`src/rtl/ac_out_pkg.sv`:
```
package ac_out_pkg;
  typedef enum logic [1:0] {
    SEL_NONE  = 2'b00,
    SEL_A     = 2'b01,
    SEL_B     = 2'b10,
    SEL_NONE2 = 2'b11
  } slot_sel_e;
endpackage

```
`src/rtl/ac_word_fifo.sv`:
```
module ac_word_fifo #(
  parameter int W     = 20,
  parameter int DEPTH = 16,
  localparam int PW   = (DEPTH > 1) ? $clog2(DEPTH) : 1,
  localparam int CW   = $clog2(DEPTH + 1)
) (
  input  logic          clk_i,
  input  logic          rst_ni,
  input  logic          push_i,
  input  logic [W-1:0]  data_i,
  input  logic          pop_i,
  output logic [W-1:0]  data_o,
  output logic [CW-1:0] count_o,
  output logic          full_o
);
  logic [W-1:0]  mem_q [DEPTH];
  logic [PW-1:0] wr_q, rd_q;
  logic [CW-1:0] cnt_q;
  logic          do_push, do_pop;

  assign full_o  = (cnt_q == CW'(DEPTH));
  assign do_push = push_i && !full_o;
  assign do_pop  = pop_i && (cnt_q != '0);
  assign data_o  = mem_q[rd_q];
  assign count_o = cnt_q;

  function automatic logic [PW-1:0] ptr_inc(input logic [PW-1:0] p);
    return (p == PW'(DEPTH - 1)) ? '0 : p + 1'b1;
  endfunction

  always_ff @(posedge clk_i) begin
    if (do_push) mem_q[wr_q] <= data_i;
  end

  always_ff @(posedge clk_i or negedge rst_ni) begin
    if (!rst_ni) begin
      wr_q  <= '0;
      rd_q  <= '0;
      cnt_q <= '0;
    end else begin
      if (do_push) wr_q <= ptr_inc(wr_q);
      if (do_pop)  rd_q <= ptr_inc(rd_q);
      cnt_q <= cnt_q + CW'(do_push) - CW'(do_pop);
    end
  end

  a_r9_pop_nonempty: assert property (@(posedge clk_i) disable iff (!rst_ni)
    pop_i |-> cnt_q != '0);
  a_r8_full_push_dropped: assert property (@(posedge clk_i) disable iff (!rst_ni)
    (push_i && full_o && !pop_i) |=> full_o);
endmodule

```
`src/rtl/ac_tag_build.sv`:
```
module ac_tag_build
  import ac_out_pkg::*;
#(
  parameter int NUM_SLOTS = 12,
  parameter int CW        = 5
) (
  input  logic [2*NUM_SLOTS-1:0] sel_i,
  input  logic [CW-1:0]          cnt_a_i,
  input  logic [CW-1:0]          cnt_b_i,
  output logic [NUM_SLOTS-1:0]   valid_o
);
  int used_a, used_b;

  // channel slots are granted in ascending order while words remain
  always_comb begin
    used_a  = 0;
    used_b  = 0;
    valid_o = '0;
    for (int k = 0; k < NUM_SLOTS; k++) begin
      if (sel_i[2*k +: 2] == SEL_A) begin
        valid_o[k] = int'(cnt_a_i) > used_a;
        used_a++;
      end else if (sel_i[2*k +: 2] == SEL_B) begin
        valid_o[k] = int'(cnt_b_i) > used_b;
        used_b++;
      end
    end
  end
endmodule

```
`src/rtl/ac_out_serializer.sv`:
```
module ac_out_serializer
  import ac_out_pkg::*;
#(
  parameter int SLOT_W     = 20,
  parameter int TAG_W      = 16,
  parameter int NUM_SLOTS  = 12,
  parameter int FIFO_DEPTH = 16
) (
  input  logic                   clk_i,
  input  logic                   rst_ni,
  input  logic                   enable_i,
  input  logic [2*NUM_SLOTS-1:0] assign_i,
  input  logic                   a_push_i,
  input  logic [SLOT_W-1:0]      a_data_i,
  output logic                   a_full_o,
  input  logic                   b_push_i,
  input  logic [SLOT_W-1:0]      b_data_i,
  output logic                   b_full_o,
  output logic                   sync_o,
  output logic                   sdata_o
);
  localparam int CW = $clog2(FIFO_DEPTH + 1);
  localparam int SW = $clog2(NUM_SLOTS + 1);
  localparam int BW = $clog2(SLOT_W);

  logic              push [2];
  logic [SLOT_W-1:0] din  [2];
  logic [SLOT_W-1:0] head [2];
  logic [CW-1:0]     cnt  [2];
  logic              full [2];
  logic [1:0]        pop;

  assign push[0] = a_push_i;
  assign push[1] = b_push_i;
  assign din[0]  = a_data_i;
  assign din[1]  = b_data_i;
  assign a_full_o = full[0];
  assign b_full_o = full[1];

  for (genvar c = 0; c < 2; c++) begin : g_chan
    ac_word_fifo #(.W(SLOT_W), .DEPTH(FIFO_DEPTH)) u_fifo (
      .clk_i  (clk_i),
      .rst_ni (rst_ni),
      .push_i (push[c]),
      .data_i (din[c]),
      .pop_i  (pop[c]),
      .data_o (head[c]),
      .count_o(cnt[c]),
      .full_o (full[c])
    );
  end

  logic [NUM_SLOTS-1:0] valid_new;

  ac_tag_build #(.NUM_SLOTS(NUM_SLOTS), .CW(CW)) u_tag (
    .sel_i  (assign_i),
    .cnt_a_i(cnt[0]),
    .cnt_b_i(cnt[1]),
    .valid_o(valid_new)
  );

  logic                   active_q, sync_q, sd_q;
  logic [SW-1:0]          slot_q, slot_d, slot_idx;
  logic [BW-1:0]          bit_q, bit_d;
  logic [SLOT_W-1:0]      sr_q, load_word;
  logic [NUM_SLOTS-1:0]   valid_q;
  logic [2*NUM_SLOTS-1:0] asg_q;
  logic [TAG_W-1:0]       tag;
  logic                   last_bit, frame_start, slot_start;

  assign last_bit = (slot_q == '0) ? (bit_q == BW'(TAG_W - 1)) : (bit_q == BW'(SLOT_W - 1));

  always_comb begin
    if (!active_q) begin
      slot_d = '0;
      bit_d  = '0;
    end else if (last_bit) begin
      bit_d  = '0;
      slot_d = (slot_q == SW'(NUM_SLOTS)) ? '0 : slot_q + 1'b1;
    end else begin
      bit_d  = bit_q + 1'b1;
      slot_d = slot_q;
    end
  end

  assign frame_start = enable_i && (slot_d == '0) && (bit_d == '0);
  assign slot_start  = enable_i && (slot_d != '0) && (bit_d == '0);
  assign slot_idx    = slot_d - 1'b1;

  always_comb begin
    tag = '0;
    tag[TAG_W-1] = |valid_new;
    for (int k = 0; k < NUM_SLOTS; k++) tag[TAG_W-2-k] = valid_new[k];
  end

  always_comb begin
    pop       = '0;
    load_word = '0;
    if (frame_start) begin
      load_word = {tag, {(SLOT_W - TAG_W){1'b0}}};
    end else if (slot_start && valid_q[slot_idx]) begin
      if (asg_q[2*slot_idx +: 2] == SEL_A) begin
        pop[0]    = 1'b1;
        load_word = head[0];
      end else begin
        pop[1]    = 1'b1;
        load_word = head[1];
      end
    end
  end

  always_ff @(posedge clk_i or negedge rst_ni) begin
    if (!rst_ni) begin
      active_q <= 1'b0;
      sync_q   <= 1'b0;
      sd_q     <= 1'b0;
      slot_q   <= '0;
      bit_q    <= '0;
      sr_q     <= '0;
      valid_q  <= '0;
      asg_q    <= '0;
    end else if (!enable_i) begin
      active_q <= 1'b0;
      sync_q   <= 1'b0;
      sd_q     <= 1'b0;
      slot_q   <= '0;
      bit_q    <= '0;
    end else begin
      active_q <= 1'b1;
      slot_q   <= slot_d;
      bit_q    <= bit_d;
      sync_q   <= (slot_d == '0);
      if (frame_start) begin
        valid_q <= valid_new;
        asg_q   <= assign_i;
      end
      if (frame_start || slot_start) begin
        sd_q <= load_word[SLOT_W-1];
        sr_q <= load_word << 1;
      end else begin
        sd_q <= sr_q[SLOT_W-1];
        sr_q <= sr_q << 1;
      end
    end
  end

  assign sync_o  = sync_q;
  assign sdata_o = sd_q;

  a_r2_sync_len: assert property (@(posedge clk_i) disable iff (!rst_ni)
    ($fell(sync_o) && $past(enable_i)) |-> ($past(sync_o, 16) && !$past(sync_o, 17)));
  a_r7_idle_low: assert property (@(posedge clk_i) disable iff (!rst_ni)
    !enable_i |=> (!sync_o && !sdata_o));
  a_r9_pop_in_data_slot: assert property (@(posedge clk_i) disable iff (!rst_ni)
    (|pop) |=> !sync_o);
  a_r4_one_source: assert property (@(posedge clk_i) disable iff (!rst_ni)
    $countones(pop) <= 1);
endmodule

```
`config.mk`:
```
export PLATFORM = sky130hd
export DESIGN_NAME = ac_out_serializer
export DESIGN_NICKNAME = d
export VERILOG_FILES = /design/src/rtl/ac_out_pkg.sv /design/src/rtl/ac_word_fifo.sv /design/src/rtl/ac_tag_build.sv /design/src/rtl/ac_out_serializer.sv
export SDC_FILE = /design/constraint.sdc
export NUM_CORES = 1
export LEC_CHECK = 0
export BUFFER_PORTS_ARGS = -buffer_cell sky130_fd_sc_hd__buf_4
export CAP_MARGIN = 10
export CORE_MARGIN = 10
export CORE_UTILIZATION = 25
export DETAILED_ROUTE_END_ITERATION = 10
export GPL_ROUTABILITY_DRIVEN = 0
export GPL_TIMING_DRIVEN = 0
export PLACE_DENSITY_LB_ADDON = 0.12
export SLEW_MARGIN = 20
export SYNTH_ARGS = -nofsm -noshare
export SYNTH_HDL_FRONTEND = slang
export SYNTH_SLANG_ARGS = --single-unit
```
`constraint.sdc`:
```
create_clock -name clk_i -period 6.25 [get_ports clk_i]
set_input_delay 0.3125 -clock clk_i [delete_from_list [all_inputs] [get_ports clk_i]]
set_output_delay 0.3125 -clock clk_i [all_outputs]
set_load 0.1 [all_outputs]
```
; Word level (Yosys, flattened, before mapping)
; Memories as Yosys holds them, arrays and structs flattened.
; Cells that the tools add are included.
[totals]
register_bits = 94
mem_bits_rw = 640
mem_count = 2
[memory_table]
columns = name, words, width, rd, rd_clocked_by_memory_dff, wr, line
row1 = g_chan[0].u_fifo.mem_q, 16, 20, 1, 0, 1, ac_word_fifo.sv:16  ; logic [W-1:0] mem_q [DEPTH];
row2 = g_chan[1].u_fifo.mem_q, 16, 20, 1, 0, 1, ac_word_fifo.sv:16
[op_classes]
add_sub_neg = 31
magnitude_cmp = 25
eq_ne = 34
n_shift = 1
n_mux = 87
reduce_logical = 20
[ops]
columns = cell, count
row1 = 32-bit two-way mux, 31
row2 = 6-bit by 32-bit > comparator with 1-bit output, 21
row3 = "32-bit by 2-bit adder with 32-bit output, second input constant", 19
row4 = 20-bit two-way mux, 4
row5 = 1-bit two-way mux, 38
row6 = 4-bit two-way mux, 8
row7 = "2-bit by 1-bit equality test with 1-bit output, second input constant", 13
row8 = "2-bit equality test, second input constant", 12
row9 = 24-bit by 6-bit variable part select with 2-bit output, 1
row10 = "4-bit by 1-bit adder with 4-bit output, second input constant", 5
row11 = "4-bit equality test, second input constant", 5
row12 = "5-bit equality test, second input constant", 3
row13 = 5-bit two-way mux, 3
row14 = 12-bit OR reduction, 1
row15 = 5-bit by 1-bit adder with 5-bit output, 2
row16 = "5-bit by 1-bit > comparator with 1-bit output, second input constant", 2
row17 = 5-bit nonzero test, 2
row18 = 5-bit by 1-bit subtractor with 5-bit output, 2
row19 = 1-bit logical AND, 9
row20 = 4-bit zero test, 2
row21 = "5-bit by 1-bit adder with 5-bit output, second input constant", 1
row22 = "5-bit by 4-bit equality test with 1-bit output, second input constant", 1
row23 = 5-bit by 1-bit > comparator with 1-bit output, 1
row24 = 5-bit zero test, 1
row25 = 9 further kinds, 11

; Longest topological paths before layout
[logic_depth]
depth_word = 40
mapped_depth = 39
depth_no_buf = 39

; Hierarchy
; Synthesis repeated with hierarchy kept, for this count alone.
[hier_totals]
cells_unflattened = 2251
hier_area_um2 = 34835.9
[modules_own_cells]
columns = module, n_inst, cells_per_inst, area_each_um2
row1 = ac_word_fifo, 2, 630, 13142.6
row2 = ac_tag_build, 1, 588, 4466.8
row3 = ac_out_serializer, 1, 403, 4083.9

; Least setup slack after synthesis
; No wires, ideal clock.
[synth_path]
kind = input to register
startpoint = input assign_i[1]
endpoint = register sd_q (netlist: sdata_o)
setup_time_ps = 130
t_arrival_ps = 6984
required_time_ps = 6120
slack_ps = -865
path_stages = 36
path_buffers = 0
path_cell_list = nand2b_1 inv_1 ha_1 o21ai_0 inv_1 ha_1 nand3b_1 o21ai_0 ha_1 mux2i_1 nand2_1 ha_1 mux2_2 ha_1 mux2_2 nor2_1 inv_1 ha_1 nor2_1 a21oi_1 ha_1 mux2_2 ha_1 nand2_1 nor3b_1 nand2_1 nor3_1 or3_4 xnor2_2 ha_1 nor2b_1 o221ai_1 a31oi_1 or4b_1 o21ai_1 nand3_1
[synth_between]
elab_chain_len = 40
elab_cells_between_ends = 105
classes_between = 20 x add/sub / 22 x order compare / 2 x eq/ne / 60 x mux / 1 x reduce/logical
[synth_rtl]
columns = item, line
row1 = "start, declared", ac_out_serializer.sv:12  ; input logic [2*NUM_SLOTS-1:0] assign_i,
row2 = 2-bit equality test, ac_tag_build.sv:23  ; end else if (sel_i[2*k +: 2] == SEL_B) begin
row3 = 1-bit two-way mux, ac_tag_build.sv:23
row4 = 32-bit two-way mux, ac_tag_build.sv:20  ; if (sel_i[2*k +: 2] == SEL_A) begin
row5 = 32-bit by 2-bit adder with 32-bit output, ac_tag_build.sv:25  ; used_b++;
row6 = 32-bit two-way mux, ac_tag_build.sv:23
row7 = 32-bit two-way mux, ac_tag_build.sv:20
row8 = 32-bit by 2-bit adder with 32-bit output, ac_tag_build.sv:25
row9 = 32-bit two-way mux, ac_tag_build.sv:23
row10 = [... 24 more ...], -
row11 = 32-bit two-way mux, ac_tag_build.sv:20
row12 = 6-bit by 32-bit > comparator with 1-bit output, ac_tag_build.sv:24  ; valid_o[k] = int'(cnt_b_i) > used_b;
row13 = 1-bit two-way mux, ac_tag_build.sv:23
row14 = 1-bit two-way mux, ac_tag_build.sv:20
row15 = 12-bit OR reduction (*), ac_out_serializer.sv:92  ; tag[TAG_W-1] = |valid_new;
row16 = 20-bit two-way mux (*), ac_out_serializer.sv:99  ; if (frame_start) begin
row17 = 1-bit two-way mux (*), ac_out_serializer.sv:137  ; if (frame_start || slot_start) begin
row18 = 1-bit two-way mux (*), ac_out_serializer.sv:122  ; end else if (!enable_i) begin
row19 = "end signal, assigned", ac_out_serializer.sv:138  ; sd_q <= load_word[SLOT_W-1];
row20 = "end signal, assigned", ac_out_serializer.sv:141  ; sd_q <= sr_q[SLOT_W-1];
row21 = "end, declared", ac_out_serializer.sv:62  ; logic active_q, sync_q, sd_q;
; Mark *: on every way between the ends. The rest lies on a longest branch, timed or not.
; A chain may end at the register's enable or synchronous reset.

; Worst setup path after layout
[layout_path]
startpoint = input assign_i[3]
endpoint = register sd_q (netlist: sdata_o)
[layout_between]
elab_chain_len = 37
elab_cells_between_ends = 96
classes_between = 18 x add/sub / 20 x order compare / 2 x eq/ne / 55 x mux / 1 x reduce/logical
[layout_rtl]
columns = item, line
row1 = 2-bit equality test, ac_tag_build.sv:23
row2 = 32-bit two-way mux, ac_tag_build.sv:23
row3 = 32-bit two-way mux, ac_tag_build.sv:20
row4 = 32-bit by 2-bit adder with 32-bit output, ac_tag_build.sv:25
row5 = 32-bit two-way mux, ac_tag_build.sv:23
row6 = 32-bit two-way mux, ac_tag_build.sv:20
row7 = 32-bit by 2-bit adder with 32-bit output, ac_tag_build.sv:25
row8 = 32-bit two-way mux, ac_tag_build.sv:23
row9 = [... 21 more ...], -
row10 = 32-bit two-way mux, ac_tag_build.sv:20
row11 = 6-bit by 32-bit > comparator with 1-bit output, ac_tag_build.sv:24
row12 = 1-bit two-way mux, ac_tag_build.sv:23
row13 = 1-bit two-way mux, ac_tag_build.sv:20
row14 = 12-bit OR reduction (*), ac_out_serializer.sv:92
row15 = 20-bit two-way mux (*), ac_out_serializer.sv:99
row16 = 1-bit two-way mux (*), ac_out_serializer.sv:137
row17 = 1-bit two-way mux (*), ac_out_serializer.sv:122
; Marked as above.

==> summary.md <==
| Metric | Value |
|---|---|
| Status | `finished with violations` |
| Failing checks | `setup timing` |
| Multi-input logic area | `about 13000 um2` |
| Pwr Total | `14.3 mW` |
| Peak supply drop | `0.000172 V` |
| Avg Vias per Cell | `4.70` |
| Boundary pin count | `73` |
| Later-pin clock latency in the skew report | `approximately 670 ps` |
| Cell variety after synth | `105` |
| Final Hold Viols | `0` |
| Clock slew at reported path FFs | `60 ps` |
| DP Cell Count | `4050` |
| P_sw | `4.20 mW` |
| TritonCTS Buffers | `83` |
| Slew @ Worst Pin | `1060 ps` |
| Placed instance area | `38000 um2` |
| Combinational power share | `22.3%` |
| Wirelength per Cell | `24.0 um` |
| DRC violations left | `0` |
| FF+latch area | `21500 um2` |
| Fillers | `~13k` |
| Initial drt markers | `roughly 1.4k` |
| Hold Path Class | `in -> reg` |
| Cell-internal power | `10.1 mW` |
| H-tree levels | `3` |
| Final Cell Area | `42400 um2` |
| Worst setup SP type | `input pin` |
| Setup violators final | `1` |
| Ys async rst share | `12.7%` |
| Normalized max-slew margin | `29.5%` |
| Number of synthesized flops with an enable pin | `640` |
| Clock share of power | `34.6%` |
| Die ar. | `152000 um2` |
| TritonRoute pass-1 iters | `5` |
| Crit Path Category | `in -> reg` |
| Core area | `136000 um2` |
| Share of layout cells above drive strength 1 | `~27%` |
| Yosys reg bits | `roughly 730` |
| Final worst-path setup slack | `-60.4 ps` |
| Commonest register cell after synthesis | `edfxtp_1` |
| Max cap viols | `0` |
| Crit-path slowest cell | `or4b_1` |
| Total wire length | `around 100 mm` |
| Post-layout min period | `about 6300 ps` |
| Post-layout net count | `2692` |
| Required time of the worst setup path | `6800 ps` |
| Port bufs | `71` |
| Grt total ovfl | `0` |
| Final ANT Viol Nets | `0` |
| Dpl ws | `-1680 ps` |
| Effective utilization at floorplan | `25.2%` |
| Worst EP arrival | `6860 ps` |
| Crit-path max cell delay | `540 ps` |
| HPWL Detailed | `72.0 mm` |
| Via Count | `20.4k` |
| Site Rows | `135` |
| Vias in the first global route | `between 20k and 25k` |
| Die Wd | `390 um` |
| First-pass GRT wire length | `152 mm` |
| CP Capture Type | `flop` |
| Crit Path Max Fanout | `4` |
| WHS | `78.1 ps` |
| Switching part of the total power | `29.5%` |
| Leak | `14.4 nW` |
| Avg Inst Size Synth | `approximately 16 um2` |
| Most frequent CP cell | `ha_4` |
| Ys Warns | `0` |
| Tcrit/Tclk final | `101%` |
| Fin Clk Skew | `around 27 ps` |
| CTS tree | `yes` |
| Post-synthesis cell area | `~34000 um2` |
| Tot GR Track Use | `13.5%` |
| Largest net degree at the start of global routing | `94` |
| Sequential share of the synthesized area | `63.1%` |
| Area delta synth->final | `24.3%` |
| Cell count after synthesis | `between 2k and 2.5k` |
| Slew Viols, Final | `0` |
| Die height | `390 um` |
| Power per cell area | `between 300 and 400 nW/um2` |
| CTS max path bufs | `3` |
| RSZ-0062 raised after global routing | `true` |
| Root buffer cell | `clkbuf_16` |
| Register share of total power | `a little over two fifths` |
| Post-route insts no fill | `4332` |
| Initial antenna violation count | `10` |
| Peak Freq | `roughly 0.16 GHz` |
| Clock sink count | `733` |
metrics by stage:
step	setup TNS (ps)	utilization, %
3_5_place_dp	-12310	28.0
6_report	-60.4	31.3
4_1_cts	-14.6	31.0
3_3_place_gp	-70020	27.3
2_1_floorplan	-656	-
5_1_grt	-1130	31.3
cell usage after synthesis, drive strengths merged, types with 5 or more instances:
library cell	instances	area share (%)
or2b	5	0.13
nor4	6	0.15
xor2	25	0.69
xnor2	34	0.97
nor2	71	0.84
buf	28	0.39
mux2	11	0.37
nor3b	10	0.22
a32oi	5	0.13
a211oi	11	0.26
nand2	168	1.8
o211ai	8	0.18
nand2b	38	0.70
and3b	7	0.19
o32ai	7	0.18
inv	90	1.0
o31ai	6	0.13
a41oi	5	0.13
edfxtp	640	56
o21ai	68	1.0
nor3	24	0.41
and2	27	0.50
clkbuf	57	0.66
a31oi	10	0.18
and2b	5	0.12
o2111ai	6	0.15
mux2i	49	1.5
nand3	45	0.69
ha	141	5.2
dfrtp	93	6.8
o221ai	22	0.56
o21a	13	0.29
o22ai	11	0.20
a211o	5	0.13
nand3b	13	0.29
mux4	181	12
a21o	5	0.11
a21oi	65	0.99
nor2b	42	0.78
xnor3	11	0.74
and3	12	0.22
nand4	11	0.20
sequential cells by signal, summed over array words and instances (netlist names):
name / cells
slot_q: 4
sr_q: 19
bit_q: 5
sdata_o: 1
sync_o: 1
g_chan.u_fifo.mem_q: 640
g_chan.u_fifo.wr_q: 8
g_chan.u_fifo.count_o: 10
active_q: 1
g_chan.u_fifo.rd_q: 8
valid_q: 12
asg_q: 24
metal layers:
layer,up-vias,wire [um],track usage (%)
li1,9124,-,-
met1,10800,47000,17.9
met2,347,51500,23.0
met3,121,3320,1.99
met4,8,1880,3.47
met5,-,52,0
critical path, delay by kind of cell:
| kind | cells | cell delay, ps |
|---|---|---|
| fa+ha+maj | 9 | 2280 |
| buf+inv | 2 | 160 |
| xor+xnor | 2 | 420 |
| compound gates | 5 | 650 |
| simple gates | 13 | 1950 |
| mux | 4 | 1070 |
power by group through the flow:
stage	Sequential [mW]	Combinational (mW)	Clock [mW]
final	6.14	3.18	4.94
after global routing	6.18	3.58	5.29
after CTS	6.14	3.10	5.09
after detailed placement	6.24	2.90	0
after global placement	6.25	2.66	0
after floorplan	6.12	1.81	0
placed cells by master (no fill, tap or decap), types with 13 or more instances in the layout:
cell type / count
a21oi_1: 56
and2_2: 17
buf_16: 15
buf_4: 147
clkbuf_1: 70
clkbuf_16: 84
clkinv_2: 20
dfrtp_1: 93
dlygate4sd3_1: 66
edfxtp_1: 640
ha_1: 126
ha_4: 13
inv_1: 79
mux2i_1: 46
mux4_2: 181
nand2_1: 159
nand2b_1: 36
nand3_1: 39
nand3b_1: 13
nor2_1: 56
nor2b_1: 37
o21a_1: 13
o21ai_0: 59
o221ai_1: 20
xnor2_1: 28
xor2_1: 17
area by class of cell:
type | count | area share, %
sequential | 733 | 50.8
multi-input combinational | 1242 | 30.0
timing repair buffer | 245 | 5.82
tap | 1781 | 5.25
clock buffer | 103 | 5.15
clock inverter | 50 | 1.31
buffer | 85 | 0.879
inverter | 90 | 0.814
antenna | 3 | 0.0177
worst paths after layout:
| check | startpoint | to | slack (ps) | cells past startpoint |
|---|---|---|---|---|
| max | assign_i[3] | sdata_o | -60 | 35 |
| min | assign_i[1] | valid_q[0] | 80 | 4 |
| max reg2reg | slot_q[0] | g_chan[1].u_fifo.count_o[4] | 460 | 25 |
| min reg2reg | asg_q[21] | asg_q[21] | 470 | 2 |
| max in group asynchronous | rst_ni | g_chan[1].u_fifo.count_o[2] | 5170 | 2 |
| min in group asynchronous | rst_ni | g_chan[0].u_fifo.rd_q[1] | 440 | 2 |
timing repair:
item	CTS	global route
endpoints found under the setup margin	14	11
hold endpoints to repair	758	0
setup buffers	40	20
gates cloned	0	0
pin swaps	38	58
hold buffers	66	0
gates resized for setup	54	50
logic make-up after synthesis:
group	after synthesis	synth area share, %
AND/OR/NAND/NOR	507	7.87
multiplexers	241	13.8
XOR/XNOR	70	2.40
buffers and inverters	175	2.04
AO/OA/AOI/OAI	279	5.53
adder cells (fa/ha/maj)	143	5.28
other	1	0.0110
flip-flops	733	63.1
Note: power is estimated with default switching activity, not from simulation.
